<file path="src/rtl/frame_alloc_pkg.sv">
package frame_alloc_pkg;
  typedef enum logic [1:0] {
    DEC_HOLD   = 2'd0,
    DEC_GROW   = 2'd1,
    DEC_SHRINK = 2'd2
  } alloc_dec_e;
endpackage

</file>
<file path="src/rtl/fa_window_count.sv">
module fa_window_count #(
  parameter int WINDOW = 50,
  localparam int WIN_W = $clog2(WINDOW + 1)
) (
  input  logic             clk,
  input  logic             rst,
  input  logic             acc_vld,
  input  logic             acc_miss,
  output logic             full_o,
  output logic [WIN_W-1:0] miss_cnt_o
);
  logic [WIN_W-1:0] acc_q;
  logic [WIN_W-1:0] miss_q;

  assign full_o     = (acc_q == WIN_W'(WINDOW));
  assign miss_cnt_o = miss_q;

  always_ff @(posedge clk) begin
    if (rst) begin
      acc_q  <= '0;
      miss_q <= '0;
    end else if (full_o) begin
      acc_q  <= WIN_W'(acc_vld);
      miss_q <= WIN_W'(acc_vld & acc_miss);
    end else if (acc_vld) begin
      acc_q  <= acc_q + 1'b1;
      miss_q <= miss_q + WIN_W'(acc_miss);
    end
  end


  win_bound_chk: assert property (@(posedge clk) disable iff (rst)
    (acc_q <= WIN_W'(WINDOW)) && (miss_q <= acc_q));


  win_restart_chk: assert property (@(posedge clk) disable iff (rst)
    (full_o && acc_vld) |=> (acc_q == WIN_W'(1)));
endmodule

</file>
<file path="src/rtl/fa_ratio_judge.sv">
module fa_ratio_judge
  import frame_alloc_pkg::*;
#(
  parameter int WINDOW = 50,
  parameter int HI_PCT = 60,
  parameter int LO_PCT = 20,
  localparam int WIN_W = $clog2(WINDOW + 1),
  localparam int PW    = WIN_W + 7
) (
  input  logic [WIN_W-1:0] miss_cnt,
  output alloc_dec_e       dec_o
);
  localparam logic [PW-1:0] HI_LIM = PW'(HI_PCT * WINDOW);
  localparam logic [PW-1:0] LO_LIM = PW'(LO_PCT * WINDOW);

  logic [PW-1:0] scaled;

  always_comb begin
    scaled = PW'(miss_cnt) * PW'(100);
    if (scaled > HI_LIM)      dec_o = DEC_GROW;
    else if (scaled < LO_LIM) dec_o = DEC_SHRINK;
    else                      dec_o = DEC_HOLD;
  end
endmodule

</file>
<file path="src/rtl/fa_alloc_reg.sv">
module fa_alloc_reg
  import frame_alloc_pkg::*;
#(
  parameter int ALLOC_MIN  = 2,
  parameter int ALLOC_MAX  = 16,
  parameter int ALLOC_INIT = 8,
  localparam int ALLOC_W = $clog2(ALLOC_MAX + 1)
) (
  input  logic               clk,
  input  logic               rst,
  input  logic               decide,
  input  alloc_dec_e         dec,
  output logic [ALLOC_W-1:0] alloc_o,
  output logic               grow_o,
  output logic               shrink_o
);
  logic can_grow, can_shrink;

  assign can_grow   = (alloc_o < ALLOC_W'(ALLOC_MAX));
  assign can_shrink = (alloc_o > ALLOC_W'(ALLOC_MIN));

  always_ff @(posedge clk) begin
    if (rst) begin
      alloc_o  <= ALLOC_W'(ALLOC_INIT);
      grow_o   <= 1'b0;
      shrink_o <= 1'b0;
    end else begin
      grow_o   <= 1'b0;
      shrink_o <= 1'b0;
      if (decide && dec == DEC_GROW && can_grow) begin
        alloc_o <= alloc_o + 1'b1;
        grow_o  <= 1'b1;
      end else if (decide && dec == DEC_SHRINK && can_shrink) begin
        alloc_o  <= alloc_o - 1'b1;
        shrink_o <= 1'b1;
      end
    end
  end


  alloc_range_chk: assert property (@(posedge clk) disable iff (rst)
    (alloc_o >= ALLOC_W'(ALLOC_MIN)) && (alloc_o <= ALLOC_W'(ALLOC_MAX)));


  pulse_excl_chk: assert property (@(posedge clk) disable iff (rst)
    !(grow_o && shrink_o));


  grow_step_chk: assert property (@(posedge clk) disable iff (rst)
    grow_o |-> (alloc_o == ALLOC_W'($past(alloc_o) + 1'b1)));


  shrink_step_chk: assert property (@(posedge clk) disable iff (rst)
    shrink_o |-> (alloc_o == ALLOC_W'($past(alloc_o) - 1'b1)));


  alloc_quiet_chk: assert property (@(posedge clk) disable iff (rst)
    (!grow_o && !shrink_o) |-> $stable(alloc_o));
endmodule

</file>
<file path="src/rtl/fa_total_count.sv">
module fa_total_count #(
  parameter int TOT_W = 16
) (
  input  logic             clk,
  input  logic             rst,
  input  logic             acc_vld,
  input  logic             acc_miss,
  output logic [TOT_W-1:0] tot_acc_o,
  output logic [TOT_W-1:0] tot_repl_o
);
  always_ff @(posedge clk) begin
    if (rst) begin
      tot_acc_o  <= '0;
      tot_repl_o <= '0;
    end else if (acc_vld) begin
      tot_acc_o  <= tot_acc_o + 1'b1;
      tot_repl_o <= tot_repl_o + TOT_W'(acc_miss);
    end
  end


  miss_gate_chk: assert property (@(posedge clk) disable iff (rst)
    !acc_vld |=> $stable(tot_repl_o) && $stable(tot_acc_o));
endmodule

</file>
<file path="src/rtl/frame_alloc_ctrl.sv">
module frame_alloc_ctrl
  import frame_alloc_pkg::*;
#(
  parameter int WINDOW     = 50,
  parameter int HI_PCT     = 60,
  parameter int LO_PCT     = 20,
  parameter int ALLOC_MIN  = 2,
  parameter int ALLOC_MAX  = 16,
  parameter int ALLOC_INIT = 8,
  parameter int TOT_W      = 16,
  localparam int ALLOC_W   = $clog2(ALLOC_MAX + 1),
  localparam int WIN_W     = $clog2(WINDOW + 1)
) (
  input  logic               clk,
  input  logic               rst,
  input  logic               acc_vld,
  input  logic               acc_miss,
  output logic [ALLOC_W-1:0] alloc_o,
  output logic               grow_o,
  output logic               shrink_o,
  output logic [TOT_W-1:0]   tot_acc_o,
  output logic [TOT_W-1:0]   tot_repl_o
);
  logic             win_full;
  logic [WIN_W-1:0] win_miss;
  alloc_dec_e       dec;

  fa_window_count #(.WINDOW(WINDOW)) u_win (
    .clk        (clk),
    .rst        (rst),
    .acc_vld    (acc_vld),
    .acc_miss   (acc_miss),
    .full_o     (win_full),
    .miss_cnt_o (win_miss)
  );

  fa_ratio_judge #(.WINDOW(WINDOW), .HI_PCT(HI_PCT), .LO_PCT(LO_PCT)) u_judge (
    .miss_cnt (win_miss),
    .dec_o    (dec)
  );

  fa_alloc_reg #(
    .ALLOC_MIN(ALLOC_MIN), .ALLOC_MAX(ALLOC_MAX), .ALLOC_INIT(ALLOC_INIT)
  ) u_alloc (
    .clk      (clk),
    .rst      (rst),
    .decide   (win_full),
    .dec      (dec),
    .alloc_o  (alloc_o),
    .grow_o   (grow_o),
    .shrink_o (shrink_o)
  );

  fa_total_count #(.TOT_W(TOT_W)) u_tot (
    .clk        (clk),
    .rst        (rst),
    .acc_vld    (acc_vld),
    .acc_miss   (acc_miss),
    .tot_acc_o  (tot_acc_o),
    .tot_repl_o (tot_repl_o)
  );


  pulse_after_full_chk: assert property (@(posedge clk) disable iff (rst)
    (grow_o || shrink_o) |-> $past(win_full));
endmodule

</file>
<file path="config.mk">
export PLATFORM = sky130hd
export DESIGN_NAME = frame_alloc_ctrl
export DESIGN_NICKNAME = d
export VERILOG_FILES = /design/src/rtl/frame_alloc_pkg.sv /design/src/rtl/fa_window_count.sv /design/src/rtl/fa_ratio_judge.sv /design/src/rtl/fa_alloc_reg.sv /design/src/rtl/fa_total_count.sv /design/src/rtl/frame_alloc_ctrl.sv
export SDC_FILE = /design/constraint.sdc
export NUM_CORES = 1
export LEC_CHECK = 0
export BUFFER_PORTS_ARGS = -buffer_cell sky130_fd_sc_hd__buf_2
export CAP_MARGIN = 40
export CORE_MARGIN = 5
export CORE_UTILIZATION = 51
export DETAILED_ROUTE_END_ITERATION = 7
export PLACE_DENSITY = 0.77
export SLEW_MARGIN = 20
export SYNTH_ARGS = -nofsm -noshare
export SYNTH_HDL_FRONTEND = slang
export SYNTH_SLANG_ARGS = --single-unit
</file>
<file path="constraint.sdc">
create_clock -name clk -period 3.75 [get_ports clk]
set_clock_uncertainty 0.05 [all_clocks]
set_input_delay 0.75 -clock clk [delete_from_list [all_inputs] [get_ports clk]]
set_output_delay 0.75 -clock clk [all_outputs]
set_load 0.01 [all_outputs]
</file>
== Word level (Yosys, flattened, before mapping) ==
Index checks and enable logic that the tools add are counted.

* Flip-flop bits (word level): 51
* Input bits: 4
* Output and inout bits: 39
* Word-level logic and storage cells: 41

* Add/sub/neg operators: 6
* Multiply operators: 1
* $lt $le $gt $ge: 4
* Eq/ne operators: 3
* Mux-type cells: 10
* Bitwise logic cells: 1
* Reduce and logical (&&, ||, !) cells: 8

{| class="wikitable"
|+ Operator list
! kind !! count
|-
| adder 16 x 1 -> 16 bit || 1
|-
| adder 16 x 1 -> 16 bit (second input constant) || 1
|-
| greater-than comparator 13 x 12 -> 1 bit (second input constant) || 1
|-
| less-than comparator 13 x 10 -> 1 bit (second input constant) || 1
|-
| 2-to-1 mux 6 bit || 2
|-
| multiplier 6 x 5 -> 11 bit (second input constant) || 1
|-
| 2-to-1 mux 5 bit || 2
|-
| adder 6 x 1 -> 6 bit || 1
|-
| adder 6 x 1 -> 6 bit (second input constant) || 1
|-
| equality test 6 bit (second input constant) || 1
|-
| adder 5 x 1 -> 5 bit (second input constant) || 1
|-
| greater-than comparator 5 x 2 -> 1 bit (second input constant) || 1
|-
| less-than comparator 5 bit (second input constant) || 1
|-
| subtractor 5 x 1 -> 5 bit (second input constant) || 1
|-
| logical AND 1 bit || 4
|-
| 2-to-1 mux 1 bit || 4
|-
| 2-to-1 mux 2 bit || 2
|-
| nonzero test 2 bit || 2
|-
| OR reduction 2 bit || 2
|-
| equality test 2 x 1 -> 1 bit (second input constant) || 1
|-
| equality test 2 bit (second input constant) || 1
|-
| AND 1 bit || 1
|}

== Logic depth before layout (Yosys ltp) ==
* Word-level depth: 9
* Depth in mapped cells: 20
* Gate-level depth less buffers: 19

== By module ==
A second synthesis with hierarchy kept.

* Cells, all modules: 335
* Area, all modules: 3,089.2 µm²

{| class="wikitable"
|+ Modules (own cells, without submodules)
! module !! times used !! cells an instance !! area each (µm²) !! seq. area each (µm²)
|-
| fa_total_count || 1 || 178 || 1,585.3 || 640.6
|-
| fa_window_count || 1 || 62 || 575.6 || 240.2
|-
| fa_ratio_judge || 1 || 58 || 530.5 || 0.0
|-
| fa_alloc_reg || 1 || 37 || 397.9 || 140.1
|}

== Worst setup path before layout ==
OpenSTA, ideal clock, no wires.

* Kind: register to register
* Start point: register u_win.miss_q[1] (netlist: u_win.miss_cnt_o[1])
* End point: register u_alloc.alloc_o[4]
* Library setup time: 91 ps
* Arrival: 4,001 ps
* Data required time: 3,609 ps
* Slack: -392 ps
* Stages on the path, launching flop included: 20
* Buffers on the path: 1
* Clock period less this slack: 4,142 ps
* Cell sequence: dfxtp_1 inv_1 ha_1 ha_1 ha_1 fa_1 a211oi_2 o21ai_0 a21oi_1 xnor2_1 a211o_1 buf_6 clkinv_2 fa_1 inv_1 a21o_1 a21oi_1 a211oi_1 a211oi_1 a311oi_1

* Cells in the longest elaborated chain, start to end: 8
* Elaborated cells on any way between the ends: 13
* Those cells by class: 1 x mul; 2 x order compare; 2 x eq/ne; 3 x mux; 5 x reduce/logical

{| class="wikitable"
|+ RTL lines
! what !! RTL line !! RTL
|-
| from (decl) || fa_window_count.sv:13 || <nowiki>logic [WIN_W-1:0] miss_q;</nowiki>
|-
| from (signal assigned) || fa_window_count.sv:24 || <nowiki>miss_q <= WIN_W'(acc_vld & acc_miss);</nowiki>
|-
| from (signal assigned) || fa_window_count.sv:27 || <nowiki>miss_q <= miss_q + WIN_W'(acc_miss);</nowiki>
|-
| multiplier 6 x 5 -> 11 bit * || fa_ratio_judge.sv:19 || <nowiki>scaled = PW'(miss_cnt) * PW'(100);</nowiki>
|-
| less-than comparator 13 x 10 -> 1 bit || fa_ratio_judge.sv:21 || <nowiki>else if (scaled < LO_LIM) dec_o = DEC_SHRINK;</nowiki>
|-
| 2-to-1 mux 2 bit || fa_ratio_judge.sv:21 ||
|-
| 2-to-1 mux 2 bit * || fa_ratio_judge.sv:20 || <nowiki>if (scaled > HI_LIM) dec_o = DEC_GROW;</nowiki>
|-
| equality test 2 x 1 -> 1 bit or equality test 2 bit (tied branches) || fa_alloc_reg.sv:30, fa_alloc_reg.sv:33 ||
|-
| logical AND 1 bit, on equally long branches (2 in series) || fa_alloc_reg.sv:30, fa_alloc_reg.sv:33 ||
|-
| 2-to-1 mux 5 bit or nonzero test 2 bit (tied branches) || n/a ||
|-
| to (signal assigned) || fa_alloc_reg.sv:24 || <nowiki>alloc_o <= ALLOC_W'(ALLOC_INIT);</nowiki>
|-
| to (signal assigned) || fa_alloc_reg.sv:31 || <nowiki>alloc_o <= alloc_o + 1'b1;</nowiki>
|-
| to (signal assigned) || fa_alloc_reg.sv:34 || <nowiki>alloc_o <= alloc_o - 1'b1;</nowiki>
|-
| to (decl) || fa_alloc_reg.sv:13 || <nowiki>output logic [ALLOC_W-1:0] alloc_o,</nowiki>
|}

Every way passes the cells marked *; elsewhere a longest branch is shown, timed or not.
A chain may end at the register's enable or synchronous reset.

== Worst setup path after layout ==
* Start point: register u_win.miss_q[2] (netlist: u_win.miss_cnt_o[2])
* End point: register u_alloc.alloc_o[4]

The elaborated chain is that of the path after synthesis.

==> metrics.txt <==
count of pins over their slew limit 0; leakage power 1.688 nW; Final Setup Violations 2; async set-reset flop share out of synthesis 0%; DRC viols 0; cts bufs inserted 5; relative slew slack 49.50%; WP data required 3.91 ns; fmax 0.2592 GHz; post-synthesis register bit count 51; Syn Area/Cell 9.175 um^2; CTS Hold Bufs 0; initial drt markers 128; CP Capture Type flip-flop; Switch Pwr 224.7 uW; crit path DAT 4.01 ns; WS Path Type reg2reg; non-filler cells, final 455; DRT Pass-1 Iters 4; via count of the first global-routing pass 2,429; largest net degree at the start of global routing 43; ratio of cells with drive above 1 in the final layout 34.99%; switching share of power 23.29%; worst slack at placement -0.3269 ns; Setup WS post-layout -0.1078 ns; Clock power frac 36.4%; setup TNS -0.1633 ns; Commonest cells post-synth nor2_1, dfxtp_1, xor2_1; Netlist cell types 41; RSZ-0062 raised after global routing yes; Yosys warning total 0; Tot GR Track Use 18.37%; vias 2,428; remaining antenna violation count 0; Slew @ Worst Pin 0.7575 ns; cell taking the most area after synthesis dfxtp_1; standard-cell rows 27; core area 0.005473 mm^2; global-route wire length before repair 10,980 um; Worst-path clk slew 0.10 ns; top cells by area, synth dfxtp_1, ha_1, xor2_1; post-synth top area share 35.66%; CTS tree yes; initial antenna violation count 0; Die Y 84.92 um; I/O pin count 43; hold slack 0.4766 ns; CP Launch Type flip-flop; Seq/Total Area, Yosys 35.66%; pwr/cell area 252.0 mW/mm^2; DR WL/cell 14.57 um; CTS H-Tree Depth 2; Worst-Skew Late Latency 0.30 ns; final hold violations 0; final net count 423; Layout area overhead 33.74%; Post-Route WL 6630 um; failing checks negative setup slack; cell count after synthesis 312; placed insts 437; outcome complete, but fails checks; clock tree buffer depth 2; width of the die 84.92 um; final worst path period share 102.9%; internal power 740.1 uW; Final min period 3.858 ns; CP max FO 6; Max Cap Violations 0; maximum VDD drop 307.6 uV; PortBufs 42; Flop pwr share 57.5%; top-count cell post-synth nor2_1; Num Clock Sinks 51; number of synthesized flops with an enable pin 0; ys flop type dfxtp_1; grt ovf 0; Layout Cell Area excl Fill 0.003829 mm^2; GPL Wtd Cong 0.8770; Initial Util 52.31%; class of the worst hold path reg2reg; number of vias per cell 5.336; Mapped Area 0.002863 mm^2; die area 0.007211 mm^2; n_diodes 0; Syn Nets 352; dpl cell area 0.003491 mm^2; Combinational Power Share 6.2%; clk root buf clkbuf_8; dpl hpwl 4675 um
-- per-layer routing --
layer / wire (um) / vias up / GRT usage (%)
met5: 0 / - / 0
met4: 109 / 0 / 5.324
met3: 218 / 10 / 3.398
met2: 3287 / 43 / 31.46
met1: 3014 / 1170 / 23.60
li1: - / 1205 / -
-- registers in the layout (all words and copies together), names as in the netlist --
signal            count
u_alloc.alloc_o       5
u_alloc.grow_o        1
u_alloc.shrink_o      1
u_tot.tot_acc_o      16
u_tot.tot_repl_o     16
u_win.acc_q           6
u_win.miss_cnt_o      6
-- timing repair --
item / in CTS / in global routing
endpoints found under the setup margin: 3 / 2
buffers inserted: 7 / 4
gates resized for setup: 21 / 4
pin swaps: 18 / 9
-- layout by cell type, fill, tap and decap left out, types with 2 or more instances in the layout --
master	netlist	final
nand3_1	12	12
clkbuf_8	0	5
dfxtp_1	51	47
dfxtp_4	0	3
and2_1	3	2
buf_2	0	42
nor3_1	4	3
a21oi_1	7	4
o21ai_1	1	2
xor2_1	35	35
inv_2	0	2
nor2_1	54	54
ha_1	34	13
nor3b_1	2	2
inv_1	10	7
nand2_1	18	18
a211oi_2	3	3
and4_1	4	4
xnor2_1	11	10
a211oi_4	0	2
nand4_1	8	8
a21oi_2	0	3
o21ai_0	4	3
a31oi_1	2	2
mux2i_1	4	4
fa_2	0	2
a21o_1	2	2
and3_1	10	10
buf_4	0	35
ha_4	0	21
-- power by group through the flow --
stage	clock network (mW)	logic (mW)	registers, mW
final	0.351	0.0596	0.554
after CTS	0.353	0.0588	0.554
after global placement	0	0.0528	0.568
after detailed placement	0	0.0547	0.568
after floorplan	0	0.0375	0.569
after global routing	0.383	0.0667	0.556
-- cell type report --
type                       instances  area (um^2)
multi-input combinational        237         2086
fill                             447         1644
sequential                        51         1033
timing repair buffer              77        473.0
clock buffer                       6        93.84
tap                               72        90.09
inverter                          11        45.04
clock inverter                     1        7.507
-- worst max-delay path, cell delays in order (launching register included) --
cell and delay, ns:
dfxtp_4 0.39, inv_4 0.04, ha_4 0.23, ha_4 0.27
ha_4 0.21, fa_2 0.38, a211oi_4 0.28, nor2_1 0.09
xor2_1 0.24, o21ai_2 0.12, a211o_4 0.39, clkinv_2 0.08
fa_2 0.19, inv_1 0.04, a21o_1 0.17, a21oi_2 0.16
buf_4 0.15, a211oi_2 0.06, a311oi_1 0.22
-- per-stage QoR --
step / util (%) / power [mW]
floorplan: - / 0.6067
global placement: 63.79 / 0.6203
detailed placement: 63.79 / 0.6232
CTS: 69.04 / 0.9658
global route: 69.96 / 1.006
finish: 69.96 / 0.9648
-- logic make-up (layout without fill, tap and decap cells) --
kind of cell,after synthesis,in the layout,share of synthesized area [%]
fa+ha+maj,36,36,16.26
flops,51,51,35.66
xor+xnor,46,46,14.07
mux,5,5,1.792
buf+inv,24,95,3.453
simple gates,118,118,19.54
compound gates,32,32,9.222
-- path summary, 6_finish.rpt --
check	from	cells past startpoint	endpoint	slack, ns
worst max-delay path	u_win.miss_cnt_o[2]$_SDFFE_PP0P_	18	u_alloc.alloc_o[4]$_SDFFE_PP0P_	-0.11
worst min register to register	u_tot.tot_repl_o[15]$_SDFFE_PP0P_	2	u_tot.tot_repl_o[15]$_SDFFE_PP0P_	0.48
worst max register to register	u_win.miss_cnt_o[2]$_SDFFE_PP0P_	18	u_alloc.alloc_o[4]$_SDFFE_PP0P_	-0.11
worst min-delay path	u_tot.tot_repl_o[15]$_SDFFE_PP0P_	2	u_tot.tot_repl_o[15]$_SDFFE_PP0P_	0.48
Note: power is estimated with default switching activity, not from simulation.
